### config.mk
export PLATFORM = sky130hd
export DESIGN_NAME = smb_cfg_slave
export DESIGN_NICKNAME = d
export VERILOG_FILES = /design/src/rtl/smb_cfg_pkg.sv /design/src/rtl/smb_line_sync.sv /design/src/rtl/smb_cfg_regfile.sv /design/src/rtl/smb_cfg_fsm.sv /design/src/rtl/smb_cfg_slave.sv
export SDC_FILE = /design/constraint.sdc
export NUM_CORES = 1
export LEC_CHECK = 0
export BUFFER_PORTS_ARGS = -buffer_cell sky130_fd_sc_hd__buf_2
export CAP_MARGIN = 20
export CORE_MARGIN = 4
export CORE_UTILIZATION = 55
export DETAILED_ROUTE_END_ITERATION = 12
export HOLD_SLACK_MARGIN = 0.08
export PLACE_DENSITY_LB_ADDON = 0.05
export SKIP_CTS_REPAIR_TIMING = 1
export SLEW_MARGIN = 40
export SYNTH_ARGS = -nofsm -noshare
export SYNTH_HDL_FRONTEND = slang
export SYNTH_HIERARCHICAL = 1
export SYNTH_SLANG_ARGS = --single-unit
### constraint.sdc
create_clock -name clk -period 4.9 [get_ports clk]
set_clock_uncertainty 0.15 [all_clocks]
set_input_delay 0.735 -clock clk [delete_from_list [all_inputs] [get_ports clk]]
set_output_delay 0.735 -clock clk [all_outputs]
set_load 0.1 [all_outputs]
### src/rtl/smb_cfg_pkg.sv
package smb_cfg_pkg;

    localparam int BYTE_W = 8;

    typedef enum logic [2:0] {
        ST_IDLE,
        ST_ADDR,
        ST_CMD,
        ST_WDATA,
        ST_RXACK,
        ST_RDATA,
        ST_TXACK
    } smb_state_e;

    // writable bits of offset 0; the low nibble is live status
    localparam logic [7:0] OFF0_WMASK = 8'hF0;

    // offset whose bit 7 is the software PCI-stop control
    localparam int SW_STOP_OFF = 3;
    localparam int SW_STOP_BIT = 7;

    function automatic logic [7:0] reg_reset(input int idx);
        case (idx)
            0:       return 8'h40;
            1:       return 8'h7F;
            2:       return 8'h00;
            3:       return 8'hFF;
            4:       return 8'h47;
            5:       return 8'hDF;
            6:       return 8'h03;
            default: return 8'h00;
        endcase
    endfunction

endpackage

### src/rtl/smb_line_sync.sv
module smb_line_sync #(
    parameter int STAGES = 2
) (
    input  logic clk,
    input  logic rst_n,
    input  logic scl_i,
    input  logic sda_i,
    output logic scl_o,
    output logic sda_o,
    output logic scl_rise_o,
    output logic scl_fall_o,
    output logic start_o,
    output logic stop_o
);
    localparam int PIPE_W = STAGES + 1;

    logic [PIPE_W-1:0] scl_pipe_d, scl_pipe_q;
    logic [PIPE_W-1:0] sda_pipe_d, sda_pipe_q;

    always_comb begin
        scl_pipe_d = {scl_pipe_q[PIPE_W-2:0], scl_i};
        sda_pipe_d = {sda_pipe_q[PIPE_W-2:0], sda_i};
    end

    always_ff @(posedge clk or negedge rst_n) begin
        if (!rst_n) begin
            scl_pipe_q <= '1;
            sda_pipe_q <= '1;
        end else begin
            scl_pipe_q <= scl_pipe_d;
            sda_pipe_q <= sda_pipe_d;
        end
    end

    logic scl_now, scl_prev, sda_now, sda_prev;
    assign scl_now  = scl_pipe_q[STAGES-1];
    assign scl_prev = scl_pipe_q[STAGES];
    assign sda_now  = sda_pipe_q[STAGES-1];
    assign sda_prev = sda_pipe_q[STAGES];

    assign scl_o      = scl_now;
    assign sda_o      = sda_now;
    assign scl_rise_o = scl_now & ~scl_prev;
    assign scl_fall_o = ~scl_now & scl_prev;
    assign start_o    = scl_now & scl_prev & sda_prev & ~sda_now;
    assign stop_o     = scl_now & scl_prev & ~sda_prev & sda_now;

endmodule

### src/rtl/smb_cfg_regfile.sv
module smb_cfg_regfile
    import smb_cfg_pkg::*;
#(
    parameter int         NUM_REGS = 8,
    parameter logic [7:0] ID_VALUE = 8'h48
) (
    input  logic                          clk,
    input  logic                          rst_n,
    input  logic                          wr_en_i,
    input  logic [6:0]                    wr_addr_i,
    input  logic [7:0]                    wr_data_i,
    input  logic [6:0]                    rd_addr_i,
    output logic [7:0]                    rd_data_o,
    input  logic                          cpu_stop_n_i,
    input  logic                          pci_stop_n_i,
    input  logic [1:0]                    strap_i,
    output logic [(NUM_REGS-1)*BYTE_W-1:0] cfg_o
);
    localparam int         NUM_RW   = NUM_REGS - 1;
    localparam int         IDX_W    = $clog2(NUM_REGS);
    localparam logic [6:0] NUM_RW_A = 7'(NUM_RW);
    localparam logic [6:0] ID_OFF_A = 7'(NUM_REGS - 1);

    logic [7:0] mem_d [NUM_RW];
    logic [7:0] mem_q [NUM_RW];

    always_comb begin
        for (int i = 0; i < NUM_RW; i++) begin
            mem_d[i] = mem_q[i];
            if (wr_en_i && (wr_addr_i == 7'(i))) begin
                if (i == 0) begin
                    mem_d[i] = (wr_data_i & OFF0_WMASK) | (mem_q[i] & ~OFF0_WMASK);
                end else begin
                    mem_d[i] = wr_data_i;
                end
            end
        end
    end

    always_ff @(posedge clk or negedge rst_n) begin
        if (!rst_n) begin
            for (int i = 0; i < NUM_RW; i++) begin
                mem_q[i] <= reg_reset(i);
            end
        end else begin
            for (int i = 0; i < NUM_RW; i++) begin
                mem_q[i] <= mem_d[i];
            end
        end
    end

    generate
        for (genvar g = 0; g < NUM_RW; g++) begin : g_out
            assign cfg_o[g*BYTE_W +: BYTE_W] = mem_q[g];
        end
    endgenerate

    logic pci_stopped_n;
    assign pci_stopped_n = pci_stop_n_i & mem_q[SW_STOP_OFF][SW_STOP_BIT];

    always_comb begin
        rd_data_o = 8'h00;
        if (rd_addr_i == 7'd0) begin
            rd_data_o = {mem_q[0][7:4], pci_stopped_n, cpu_stop_n_i, strap_i};
        end else if (rd_addr_i < NUM_RW_A) begin
            rd_data_o = mem_q[rd_addr_i[IDX_W-1:0]];
        end else if (rd_addr_i == ID_OFF_A) begin
            rd_data_o = ID_VALUE;
        end
    end

endmodule

### src/rtl/smb_cfg_fsm.sv
module smb_cfg_fsm
    import smb_cfg_pkg::*;
#(
    parameter logic [6:0] DEV_ADDR    = 7'h69,
    parameter logic [7:0] BLOCK_COUNT = 8'h08
) (
    input  logic       clk,
    input  logic       rst_n,
    input  logic       sda_s_i,
    input  logic       scl_rise_i,
    input  logic       scl_fall_i,
    input  logic       start_i,
    input  logic       stop_i,
    output logic       sda_oe_o,
    output logic       drive_ok_o,
    output logic       wr_en_o,
    output logic [6:0] wr_addr_o,
    output logic [7:0] wr_data_o,
    output logic [6:0] rd_addr_o,
    input  logic [7:0] rd_data_i
);
    typedef struct packed {
        smb_state_e state;
        smb_state_e nxt;
        logic [3:0] bitcnt;
        logic [7:0] shreg;
        logic       rw;
        logic       byte_mode;
        logic [6:0] ptr;
        logic       cnt_phase;
        logic       rd_first;
        logic       ack_on;
        logic       more;
        logic       sda_oe;
    } fsm_t;

    fsm_t d, q;

    logic [7:0] rx_byte;
    logic [7:0] tx_val;
    logic [6:0] tx_ptr;

    always_comb begin
        d         = q;
        wr_en_o   = 1'b0;
        wr_addr_o = q.ptr;
        wr_data_o = 8'h00;
        rx_byte   = {q.shreg[6:0], sda_s_i};
        tx_val    = q.rd_first ? BLOCK_COUNT : rd_data_i;
        tx_ptr    = q.rd_first ? q.ptr : q.ptr + 7'd1;

        if (stop_i) begin
            d.state  = ST_IDLE;
            d.sda_oe = 1'b0;
        end else if (start_i) begin
            d.state  = ST_ADDR;
            d.bitcnt = 4'd0;
            d.sda_oe = 1'b0;
            d.ack_on = 1'b0;
        end else begin
            case (q.state)
                ST_ADDR, ST_CMD, ST_WDATA: begin
                    if (scl_rise_i) begin
                        d.shreg  = rx_byte;
                        d.bitcnt = q.bitcnt + 4'd1;
                        if (q.bitcnt == 4'd7) begin
                            d.bitcnt = 4'd0;
                            d.ack_on = 1'b0;
                            d.state  = ST_RXACK;
                            if (q.state == ST_ADDR) begin
                                if (rx_byte[7:1] == DEV_ADDR) begin
                                    d.rw  = rx_byte[0];
                                    d.nxt = rx_byte[0] ? ST_RDATA : ST_CMD;
                                end else begin
                                    d.state = ST_IDLE;
                                end
                            end else if (q.state == ST_CMD) begin
                                d.byte_mode = rx_byte[7];
                                d.ptr       = rx_byte[7] ? rx_byte[6:0] : 7'd0;
                                d.cnt_phase = ~rx_byte[7];
                                d.rd_first  = ~rx_byte[7];
                                d.nxt       = ST_WDATA;
                            end else begin
                                d.nxt = ST_WDATA;
                                if (q.cnt_phase) begin
                                    d.cnt_phase = 1'b0;
                                end else begin
                                    wr_en_o   = 1'b1;
                                    wr_data_o = rx_byte;
                                    d.ptr     = q.ptr + 7'd1;
                                end
                            end
                        end
                    end
                end
                ST_RXACK: begin
                    if (scl_fall_i) begin
                        if (!q.ack_on) begin
                            d.ack_on = 1'b1;
                            d.sda_oe = 1'b1;
                        end else begin
                            d.ack_on = 1'b0;
                            d.state  = q.nxt;
                            if (q.nxt == ST_RDATA) begin
                                d.shreg    = tx_val;
                                d.sda_oe   = ~tx_val[7];
                                d.ptr      = tx_ptr;
                                d.rd_first = 1'b0;
                                d.bitcnt   = 4'd0;
                            end else begin
                                d.sda_oe = 1'b0;
                            end
                        end
                    end
                end
                ST_RDATA: begin
                    if (scl_rise_i) begin
                        d.bitcnt = q.bitcnt + 4'd1;
                    end else if (scl_fall_i) begin
                        if (q.bitcnt == 4'd8) begin
                            d.sda_oe = 1'b0;
                            d.bitcnt = 4'd0;
                            d.more   = 1'b0;
                            d.state  = ST_TXACK;
                        end else begin
                            d.shreg  = {q.shreg[6:0], 1'b0};
                            d.sda_oe = ~q.shreg[6];
                        end
                    end
                end
                ST_TXACK: begin
                    if (scl_rise_i) begin
                        if (sda_s_i) begin
                            d.state = ST_IDLE;
                        end else begin
                            d.more = 1'b1;
                        end
                    end else if (scl_fall_i && q.more) begin
                        d.more     = 1'b0;
                        d.shreg    = tx_val;
                        d.sda_oe   = ~tx_val[7];
                        d.ptr      = tx_ptr;
                        d.rd_first = 1'b0;
                        d.bitcnt   = 4'd0;
                        d.state    = ST_RDATA;
                    end
                end
                default: begin
                    d.sda_oe = 1'b0;
                end
            endcase
        end
    end

    always_ff @(posedge clk or negedge rst_n) begin
        if (!rst_n) begin
            q <= '{state: ST_IDLE, nxt: ST_IDLE, bitcnt: 4'd0, shreg: 8'h00,
                   rw: 1'b0, byte_mode: 1'b0, ptr: 7'd0, cnt_phase: 1'b0,
                   rd_first: 1'b0, ack_on: 1'b0, more: 1'b0, sda_oe: 1'b0};
        end else begin
            q <= d;
        end
    end

    assign sda_oe_o   = q.sda_oe;
    assign rd_addr_o  = q.ptr;
    assign drive_ok_o = (q.state == ST_RXACK) || (q.state == ST_RDATA);

endmodule

### src/rtl/smb_cfg_slave.sv
module smb_cfg_slave
    import smb_cfg_pkg::*;
#(
    parameter logic [6:0] DEV_ADDR    = 7'h69,
    parameter int         NUM_REGS    = 8,
    parameter logic [7:0] ID_VALUE    = 8'h48,
    parameter int         SYNC_STAGES = 2
) (
    input  logic                          clk,
    input  logic                          rst_n,
    input  logic                          scl_i,
    input  logic                          sda_i,
    output logic                          sda_oe_o,
    input  logic                          cpu_stop_n_i,
    input  logic                          pci_stop_n_i,
    input  logic [1:0]                    strap_i,
    output logic [(NUM_REGS-1)*BYTE_W-1:0] cfg_o
);
    localparam logic [7:0] BLOCK_COUNT = 8'(NUM_REGS);

    logic       scl_s, sda_s, scl_rise, scl_fall, start_evt, stop_evt;
    logic       wr_en, drive_ok;
    logic [6:0] wr_addr, rd_addr;
    logic [7:0] wr_data, rd_data;

    smb_line_sync #(.STAGES(SYNC_STAGES)) sync_i (
        .clk        (clk),
        .rst_n      (rst_n),
        .scl_i      (scl_i),
        .sda_i      (sda_i),
        .scl_o      (scl_s),
        .sda_o      (sda_s),
        .scl_rise_o (scl_rise),
        .scl_fall_o (scl_fall),
        .start_o    (start_evt),
        .stop_o     (stop_evt)
    );

    smb_cfg_fsm #(.DEV_ADDR(DEV_ADDR), .BLOCK_COUNT(BLOCK_COUNT)) fsm_i (
        .clk        (clk),
        .rst_n      (rst_n),
        .sda_s_i    (sda_s),
        .scl_rise_i (scl_rise),
        .scl_fall_i (scl_fall),
        .start_i    (start_evt),
        .stop_i     (stop_evt),
        .sda_oe_o   (sda_oe_o),
        .drive_ok_o (drive_ok),
        .wr_en_o    (wr_en),
        .wr_addr_o  (wr_addr),
        .wr_data_o  (wr_data),
        .rd_addr_o  (rd_addr),
        .rd_data_i  (rd_data)
    );

    smb_cfg_regfile #(.NUM_REGS(NUM_REGS), .ID_VALUE(ID_VALUE)) regs_i (
        .clk          (clk),
        .rst_n        (rst_n),
        .wr_en_i      (wr_en),
        .wr_addr_i    (wr_addr),
        .wr_data_i    (wr_data),
        .rd_addr_i    (rd_addr),
        .rd_data_o    (rd_data),
        .cpu_stop_n_i (cpu_stop_n_i),
        .pci_stop_n_i (pci_stop_n_i),
        .strap_i      (strap_i),
        .cfg_o        (cfg_o)
    );

endmodule

After elaboration in Yosys (flattened, before gate mapping)
Index checks and enable logic that the tools add are counted.
{"block": "word_totals", "elab_cells": 220, "in_bits": 8, "regBits": 93}
{"block": "op_classes", "n_lt_le_gt_ge": 2, "reduce_logical": 28, "eq_ne": 55, "bitwise": 19, "addsub": 2, "n_mux": 93}
{"operator": "2-to-1 mux 8 bit", "n": 16}
{"operator": "2-to-1 mux 12 bit", "n": 7}
{"operator": "2-to-1 mux 7 bit", "n": 9}
{"operator": "one-hot mux 12 bit (4 select lines)", "n": 1}
{"operator": "2-to-1 mux 3 bit", "n": 15}
{"operator": "!= test 4 x 1 -> 1 bit, second input constant", "n": 9}
{"operator": "AND reduction 12 bit", "n": 3}
{"operator": "2-to-1 mux 30 bit", "n": 1}
{"operator": "equality test 7 x 3 -> 1 bit, second input constant", "n": 4}
{"operator": "2-to-1 mux 1 bit", "n": 28}
{"operator": "binary-select mux 8 bit (select 3 bit)", "n": 1}
{"operator": "!= test 3 x 1 -> 1 bit, second input constant", "n": 8}
{"operator": "one-hot mux 7 bit (3 select lines)", "n": 1}
{"operator": "2-to-1 mux 10 bit", "n": 2}
{"operator": "AND reduction 10 bit", "n": 2}
{"operator": "!= test 2 x 1 -> 1 bit, second input constant", "n": 9}
{"operator": "AND reduction 6 bit", "n": 3}
{"operator": "equality test 7 x 2 -> 1 bit, second input constant", "n": 2}
{"operator": "AND reduction 7 bit", "n": 2}
{"operator": "equality test 3 bit, second input constant", "n": 4}
{"operator": "2-to-1 mux 4 bit", "n": 3}
{"operator": "one-hot mux 3 bit (4 select lines)", "n": 1}
{"operator": "!= test 2 bit, second input constant", "n": 5}
{"operator": "!= test 3 bit, second input constant", "n": 3}
{"operator": "31 further kinds", "n": 60}

Longest topological paths before layout
Gate-level depths: netlist (run 1).
{"block": "depth", "depth_word": 14, "ltp_mapped": 12}

By module
The synthesis (run 1) kept the hierarchy.
{"mod": "smb_cfg_regfile", "seq_area_each_um2": 1337.5, "instances": 1, "cells_per_inst": 198, "area_per_inst_um2": 2748.9}
{"mod": "smb_cfg_fsm", "seq_area_each_um2": 725.7, "instances": 1, "cells_per_inst": 266, "area_per_inst_um2": 2288.4}
{"mod": "smb_line_sync", "seq_area_each_um2": 157.7, "instances": 1, "cells_per_inst": 10, "area_per_inst_um2": 190.2}

Least setup slack after synthesis (run 1)
Ideal clock, no wire load.
{"block": "synth_timing", "path_type": "flip-flop to flip-flop", "from": "register sync_i.scl_pipe_q[1]", "to": "register regs_i.mem_q, in the netlist regs_i/cfg_o[20]", "setup_ns": 0.126, "path_buffers": 3, "required_time_ns": 4.624, "synth_period_minus_slack_ns": 3.559, "path_stages_with_launch": 11, "arrival_ns": 3.284, "setup_slack_ns": 1.341, "cell_sequence": "dfstp_2 -> nor2b_1 -> inv_1 -> or3_1 -> buf_4 -> nor4_4 -> or4b_1 -> buf_6 -> or4b_4 -> buf_6 -> mux2_4"}
{"block": "synth_between", "elab_chain_len": 6, "word_cells_on_any_way": 15}
{"item": "start: declaration", "line_no": "smb_line_sync.sv:17", "text": "logic [PIPE_W-1:0] scl_pipe_d, scl_pipe_q;"}
{"item": "start signal: assignment", "line_no": "smb_line_sync.sv:30", "text": "scl_pipe_q <= scl_pipe_d;"}
{"item": "bitwise AND 1 bit", "line_no": "smb_line_sync.sv:43", "text": "assign scl_rise_o = scl_now & ~scl_prev;"}
{"item": "via scl_rise", "line_no": "smb_cfg_slave.sv:21", "text": "logic scl_s, sda_s, scl_rise, scl_fall, start_evt, stop_evt;"}
{"item": "2-to-1 mux 1 bit", "line_no": "smb_cfg_fsm.sv:63", "text": "if (scl_rise_i) begin"}
{"item": "2-to-1 mux 1 bit", "line_no": "smb_cfg_fsm.sv:61", "text": "case (q.state)"}
{"item": "2-to-1 mux 1 bit", "line_no": "smb_cfg_fsm.sv:55", "text": "end else if (start_i) begin"}
{"item": "2-to-1 mux 1 bit", "line_no": "smb_cfg_fsm.sv:52", "text": "if (stop_i) begin"}
{"item": "via wr_en", "line_no": "smb_cfg_slave.sv:22", "text": "logic wr_en, drive_ok;"}
{"item": "logical AND 1 bit", "line_no": "smb_cfg_regfile.sv:30", "text": "if (wr_en_i && (wr_addr_i == 7'(i))) begin"}
{"item": "end signal: indexed assignment", "line_no": "smb_cfg_regfile.sv:43", "text": "mem_q[i] <= reg_reset(i);"}
{"item": "end signal: indexed assignment", "line_no": "smb_cfg_regfile.sv:47", "text": "mem_q[i] <= mem_d[i];"}
{"item": "end: declaration", "line_no": "smb_cfg_regfile.sv:25", "text": "logic [7:0] mem_q [NUM_RW];"}
The timed path passes the listed nets, and every way through them passes these cells.
A chain may end at the register's enable or synchronous reset.

Worst setup path in the final report (run 1)
{"block": "layout_timing", "from": "register sync_i.scl_pipe_q[1]", "to": "register regs_i.mem_q, in the netlist regs_i/cfg_o[54]"}
Same word-level chain as after synthesis.

==> results.yml, run 1 <==
outcome:
  status: "complete, no violations"
cells_and_area:
  area_growth_pct: 8.71
  num_antenna_cells: 0
  nFillCells: 796
  drive_above_1_share_pct: 40.7
  num-nets-final: 522
  fin_area_mm2: 0.00568
  fin_util_pct: 61.5
setup_path:
  cpMaxStageDelayCell: "or4b_1"
  crit_path_end_kind: "register"
  timing_worst_setup_path_type: "register to register"
  path_buf_inv: 1
  critPathRequiredTime_ns: 5.01
  cp_max_fo: 9
  cp_slowest_stage_delay_ns: 0.70
  worstPathArrival_ns: 4.12
  cp_top_family: "simple AND/OR/NAND/NOR gates"
  start_kind: "register"
  cp_cell_sequence: "nor2b_1, inv_1, or3_1, nor4_4, or4b_1, nand4bb_1, mux2_2"
routing:
  wl_per_cell_um: 20.2
  drt-pass1-iter-count: 7
  wirelength_mm: 13.0
  via_count: 3951
  via_per_inst: 6.13
  drc: 0
  ant_nets: 0
  drtIter0Drc: 210
synthesis:
  ys.warnings.count: 6
  synth_edf_count: 0
  syn_area_per_cell_um2: 11.0
  ys_types: 71
  syn_area_mm2: 0.00523
  synthTopCellsByArea: "dfrtp_1 25%, dfstp_2 18%, mux2_2 9.9%"
  yosysTopAreaCell: "dfrtp_1"
  synth_seq_cells: 87
  synth_common_cells: "52 x dfrtp_1, 46 x mux2_2, 39 x nand2_1"
  yosysMostFrequentCell: "dfrtp_1"
  synth_cells: 474
  synthArstFlopShare_pct: 100
  ys.flop_type: "dfrtp_1"
  synth_top_cell_area_share_pct: 24.9
  synth-seq-area-share_pct: 42.5
grt:
  overflow: 0
  grt_pass1_wl_mm: 21.4
  grt_pass1_vias: 3977
  grt_antenna_before_repair: 0
  track_usage_pct: 24.1
  grt_max_degree: 88
power_and_ir_drop:
  sw_frac_of_total_pct: 28.3
  p_switching_uw: 406
  p_comb_share_pct: 10.3
  p_per_area_mw_per_mm2: 252
  internal_power_uw: 1030
  clkPwrFrac_pct: 37.4
  seqPwrFrac_pct: 52.3
  vdd_ir_drop_max_mv: 0.229
  p_leak_uw: 0.00251
sta:
  fin_crit_sh_pct: 81.9
  slew_headroom_pct: 51.3
  tightest_slew_ns: 0.725
  finalSetupTns_ns: 0
  report.final.slew_viol_count: 0
  worst_slack_ns: 0.886
  hold_slack_ns: 0.215
  hold_viol: 0
  grt_setup_unrepaired: "false"
  post-route-min-period_ns: 4.01
  setup_viol: 0
  max_freq_mhz: 249
clock_tree:
  insertion_delay_ns: 0.37
  root_buffer: "clkbuf_8"
  clock_sinks: 87
  path_clk_slew_ns: 0.09
  clockBufferDepth: 2
  cts_inserted_buffers: 9
  cts_tree: "built"
  h-tree-depth: 3
floorplanning:
  core_area_mm2: 0.00924
  dieArea_mm2: 0.0111
  die_w_um: 105
  ios: 65
  initial_core_util_pct: 56.6
  die_y_um: 105
  rows: 35
flow_run:
  drv_cap: 0
place:
  dp_hpwl_mm: 9.16
  dp_slack_ns: 0.901
  port_buffers: 60
  placed_cell_area_mm2: 0.00547
  gp_congestion: 0.943
hold_path:
  hold_path.class: "register to register"
==> cell families after synthesis <==
kind of cell | after synthesis | share of synthesized area, %
and+or+nand+nor | 137 | 16.8
buffers and inverters | 59 | 6.80
AOI/OAI and AO/OA | 110 | 14.8
muxes | 77 | 18.3
DFF | 87 | 42.5
adders and majority gates | 3 | 0.718
other | 1 | 0.0717
==> flip-flops by register name (all words and copies together) (netlist names) <==
signal	count
sync_i/scl_pipe_q	3
fsm_i/sda_oe_o	1
sync_i/sda_pipe_q	3
regs_i/cfg_o	52
fsm_i/q	21
fsm_i/rd_addr_o	7
==> stage by stage <==
stage / total power (uW) / cells
3_5_place_dp: 909 / 629
6_report: 1430 / 645
4_1_cts: 1450 / 645
2_1_floorplan: 871 / 477
3_3_place_gp: 907 / 629
5_1_grt: 1500 / 645
==> worst paths after layout <==
kind	start	endpoint	slack, ns	cells after the start
max reg2reg	sync_i/scl_pipe_q[1]$_DFF_PN1_	regs_i/cfg_o[54]$_DFFE_PN0P_	0.89	7
max in group asynchronous	rst_n	regs_i/cfg_o[37]$_DFFE_PN0P_	3.87	1
min reg2reg	sync_i/scl_pipe_q[0]$_DFF_PN1_	sync_i/scl_pipe_q[1]$_DFF_PN1_	0.21	0
min in group asynchronous	rst_n	fsm_i/q[28]$_DFFE_PN0P_	0.27	1
min	sync_i/scl_pipe_q[0]$_DFF_PN1_	sync_i/scl_pipe_q[1]$_DFF_PN1_	0.21	0
max	sync_i/scl_pipe_q[1]$_DFF_PN1_	regs_i/cfg_o[54]$_DFFE_PN0P_	0.89	7
==> layout make-up <==
class,instances,area [um^2],area share [%]
sequential,87,2220,39.1
inverter,14,52.6,0.925
clock buffer,10,128,2.25
clock inverter,6,80.1,1.41
tap,129,161,2.84
timing repair buffer,68,369,6.49
multi-input combinational,331,2670,47.0
==> cells in the final DEF (no fill, tap or decap), types with 8 or more instances in the layout <==
cell / n
mux2_4: 16
nand2_1: 39
o21ai_0: 20
nor2b_1: 11
buf_4: 8
dfrtp_1: 52
mux2i_1: 11
a21oi_1: 28
nand3_1: 12
inv_1: 14
clkbuf_8: 10
mux2_2: 46
buf_2: 59
nor2_1: 11
nand2b_1: 11
and2_1: 8
dfstp_2: 35
==> power groups by stage <==
stage	logic, uW	registers (uW)	clock network [uW]
global placement	145	762	0
CTS	147	750	555
finish	148	749	537
detailed placement	147	762	0
global route	163	753	583
floorplan	113	757	0
==> per-layer routing <==
layer	wire, um	vias up	GRT usage [%]
li1	-	1802	-
met1	5620	1982	33.3
met2	6440	150	39.1
met3	782	17	4.65
met4	172	0	6.66
met5	0	-	0
(Power assumes the default switching activity.)
==> run 2, diff against run 1 <==
--- a/config.mk
+++ b/config.mk
@@ -5,10 +5,11 @@
 export SDC_FILE = /design/constraint.sdc
 export NUM_CORES = 1
 export LEC_CHECK = 0
+export ABC_AREA = 1
 export BUFFER_PORTS_ARGS = -buffer_cell sky130_fd_sc_hd__buf_2
 export CAP_MARGIN = 20
 export CORE_MARGIN = 4
-export CORE_UTILIZATION = 55
+export CORE_UTILIZATION = 53
 export DETAILED_ROUTE_END_ITERATION = 12
 export HOLD_SLACK_MARGIN = 0.08
 export PLACE_DENSITY_LB_ADDON = 0.05
==> constraint.sdc (replaced) <==
create_clock -name clk -period 3.4 [get_ports clk]
set_clock_uncertainty 0.15 [all_clocks]
set_input_delay 0.51 -clock clk [delete_from_list [all_inputs] [get_ports clk]]
set_output_delay 0.51 -clock clk [all_outputs]
set_load 0.1 [all_outputs]
==> run 2 against run 1 <==
Effect of this change: utilization decreased by 0.98 points; maximum frequency rose by 39%; critical path depth grew 6; sequential power up 50%; worst setup slack got worse by 0.37 ns; clock-buffer cell count down 1.
==> results.yml, run 2 <==
place:
  port_buffers: 60
  dp_hpwl_mm: 11.5
  dp_slack_ns: 0.578
  gp_congestion: 0.941
  placed_cell_area_mm2: 0.00579
  dp_cells: 956
routing:
  wirelength_met1_mm: 7.19
  wl_per_cell_um: 16.0
  drt-pass1-iter-count: 5
  wl_met3_mm: 1.50
  via_per_inst: 5.40
  via_count: 5262
  ant_nets: 0
  routed.top_layer: "met4"
  wirelength_mm: 15.6
  drc: 0
  drtIter0Drc: 515
  wl_met2_mm: 6.72
clock_tree:
  clockBufferDepth: 2
  clock_sinks: 87
  insertion_delay_ns: 0.36
  cts_inserted_buffers: 9
  path_clk_slew_ns: 0.10
  cts_tree: "built"
  root_buffer: "clkbuf_8"
  h-tree-depth: 3
cells_and_area:
  layout_common_cells: "281 x nand2_1, 96 x inv_1, 73 x nand3_1"
  nFillCells: 958
  final_cells: 975
  num-nets-final: 848
  num_antenna_cells: 0
  drive_above_1_share_pct: 20.4
  fin_area_mm2: 0.00602
  area_growth_pct: 9.56
  largest_reg_flops: 52
  layout_commonest_cell: "nand2_1"
hold_path:
  hp-start: "sync_i/scl_pipe_q[0]$_DFF_PN1_"
  whs_endpoint: "sync_i/scl_pipe_q[1]$_DFF_PN1_"
  holdPathStages: 0
  hold_path.class: "register to register"
setup_path:
  start_kind: "register"
  crit_path_end_kind: "register"
  path_buf_inv: 3
  cp_cell_sequence: "inv_1, nand2_1, nor2_1, nor2_2, inv_1, nor2_1, nand3_1, nor3_2, inv_1, nor3_4, nand3_2, nand2_1, o21ai_2"
  critPathRequiredTime_ns: 3.50
  worstPathArrival_ns: 2.98
  timing_worst_setup_path_type: "register to register"
  cp_max_fo: 16
  reg2reg_to: "regs_i/cfg_o[45]$_DFFE_PN0P_"
  regToRegSetupSlack_ns: 0.52
  reg2regPathDepth: 13
  cp_slowest_stage_delay_ns: 0.61
  reg2reg_from: "sync_i/sda_pipe_q[1]$_DFF_PN1_"
  cp_top_family: "simple AND/OR/NAND/NOR gates"
  cpMaxStageDelayCell: "dfstp_2"
  cpMostUsedCell: "inv_1"
sta:
  hold_viol: 0
  finalSetupTns_ns: 0
  slew_headroom_pct: 47.3
  grt_setup_unrepaired: "false"
  setup_viol: 0
  report.final.slew_viol_count: 0
  tightest_slew_ns: 0.782
  fin_crit_sh_pct: 84.7
  post-route-min-period_ns: 2.88
  max_freq_mhz: 347
  worst_slack_ns: 0.520
power_and_ir_drop:
  p_per_area_mw_per_mm2: 391
  sw_frac_of_total_pct: 33.8
  p_comb_share_pct: 20.0
  vdd_ir_drop_max_mv: 0.247
  p_switching_uw: 795
  seqPwrFrac_pct: 47.5
  p_leak_uw: 0.00300
  internal_power_uw: 1560
  clkPwrFrac_pct: 32.4
grt:
  grt_antenna_before_repair: 0
  grt_pass1_vias: 4926
  grt_max_degree: 86
  track_usage_pct: 27.5
  grt_pass1_wl_mm: 25.5
  overflow: 0
flow_run:
  drv_cap: 0
floorplanning:
  die_y_um: 110
  ios: 65
  core_area_mm2: 0.00995
  die_w_um: 110
  initial_core_util_pct: 55.2
  dieArea_mm2: 0.0121
  rows: 36
outcome:
  status: "complete, no violations"
synthesis:
  syn_area_per_cell_um2: 6.95
  ys.warnings.count: 6
  syn_area_mm2: 0.00550
  synth_cells: 791
run 2: cell types whose count changed in the layout (fill, tap and decap cells not counted), moves of 16 or more:
| cell | previous run | this run |
|---|---|---|
| o21ai_2 | 0 | 23 |
| mux2_4 | 16 | 0 |
| a21oi_1 | 28 | 11 |
| nand3_1 | 12 | 73 |
| nand2_1 | 39 | 281 |
| mux2_2 | 46 | 0 |
| o21ai_1 | 1 | 24 |
| nor2_1 | 11 | 67 |
| inv_1 | 14 | 96 |
run 2: worst max path at each step:
stage / startpoint / end / slack (ns) / cells past startpoint
2_1_floorplan: sync_i/sda_pipe_q[1]$_DFF_PN1_ / regs_i/cfg_o[45]$_DFFE_PN0P_ / 0.75 / 15
3_3_place_gp: sync_i/sda_pipe_q[1]$_DFF_PN1_ / regs_i/cfg_o[45]$_DFFE_PN0P_ / 0.67 / 13
3_5_place_dp: sync_i/sda_pipe_q[1]$_DFF_PN1_ / regs_i/cfg_o[45]$_DFFE_PN0P_ / 0.58 / 13
4_1_cts: sync_i/sda_pipe_q[1]$_DFF_PN1_ / regs_i/cfg_o[45]$_DFFE_PN0P_ / 0.55 / 13
5_1_grt: fsm_i/q[22]$_DFFE_PN0P_ / regs_i/cfg_o[45]$_DFFE_PN0P_ / 0.31 / 12
6_report: sync_i/sda_pipe_q[1]$_DFF_PN1_ / regs_i/cfg_o[45]$_DFFE_PN0P_ / 0.52 / 13
run 2: through the flow:
step	util, %	power, uW	hold slack, ns
final	60.5	2350	0.198
after detailed placement	58.1	1600	0.198
after CTS	60.2	2370	0.0755
after floorplan	-	1490	0.0644
after global routing	60.5	2510	0.211
after global placement	58.1	1600	0.200
run 2: worst reg2reg max path: stages, from the launching register on:
cell and delay [ns]:
dfstp_2 0.61, inv_1 0.05, nand2_1 0.05, nor2_1 0.11, nor2_2 0.14, inv_1 0.06, nor2_1 0.16, nand3_1 0.16
nor3_2 0.32, inv_1 0.18, nor3_4 0.18, nand3_2 0.35, nand2_1 0.19, o21ai_2 0.07
run 2: final cells by class:
type	instances	area [um^2]	share of cell area, %
timing repair buffer	73	414	6.87
tap	133	166	2.76
multi-input combinational	565	2640	43.8
clock buffer	9	124	2.06
inverter	101	379	6.29
clock inverter	7	80.1	1.33
sequential	87	2220	36.9
run 2: routing by layer:
metal / up-vias / global-route usage (%)
met3: 21 / 6.69
met4: 0 / 6.06
met1: 2436 / 41.6
met5: - / 0
li1: 2564 / -
met2: 241 / 39.8
run 2: power groups by stage:
stage	combinational, uW	clock [uW]	sequential (uW)
floorplan	365	0	1120
global placement	462	0	1130
detailed placement	464	0	1140
CTS	465	782	1120
global route	534	845	1130
finish	471	764	1120
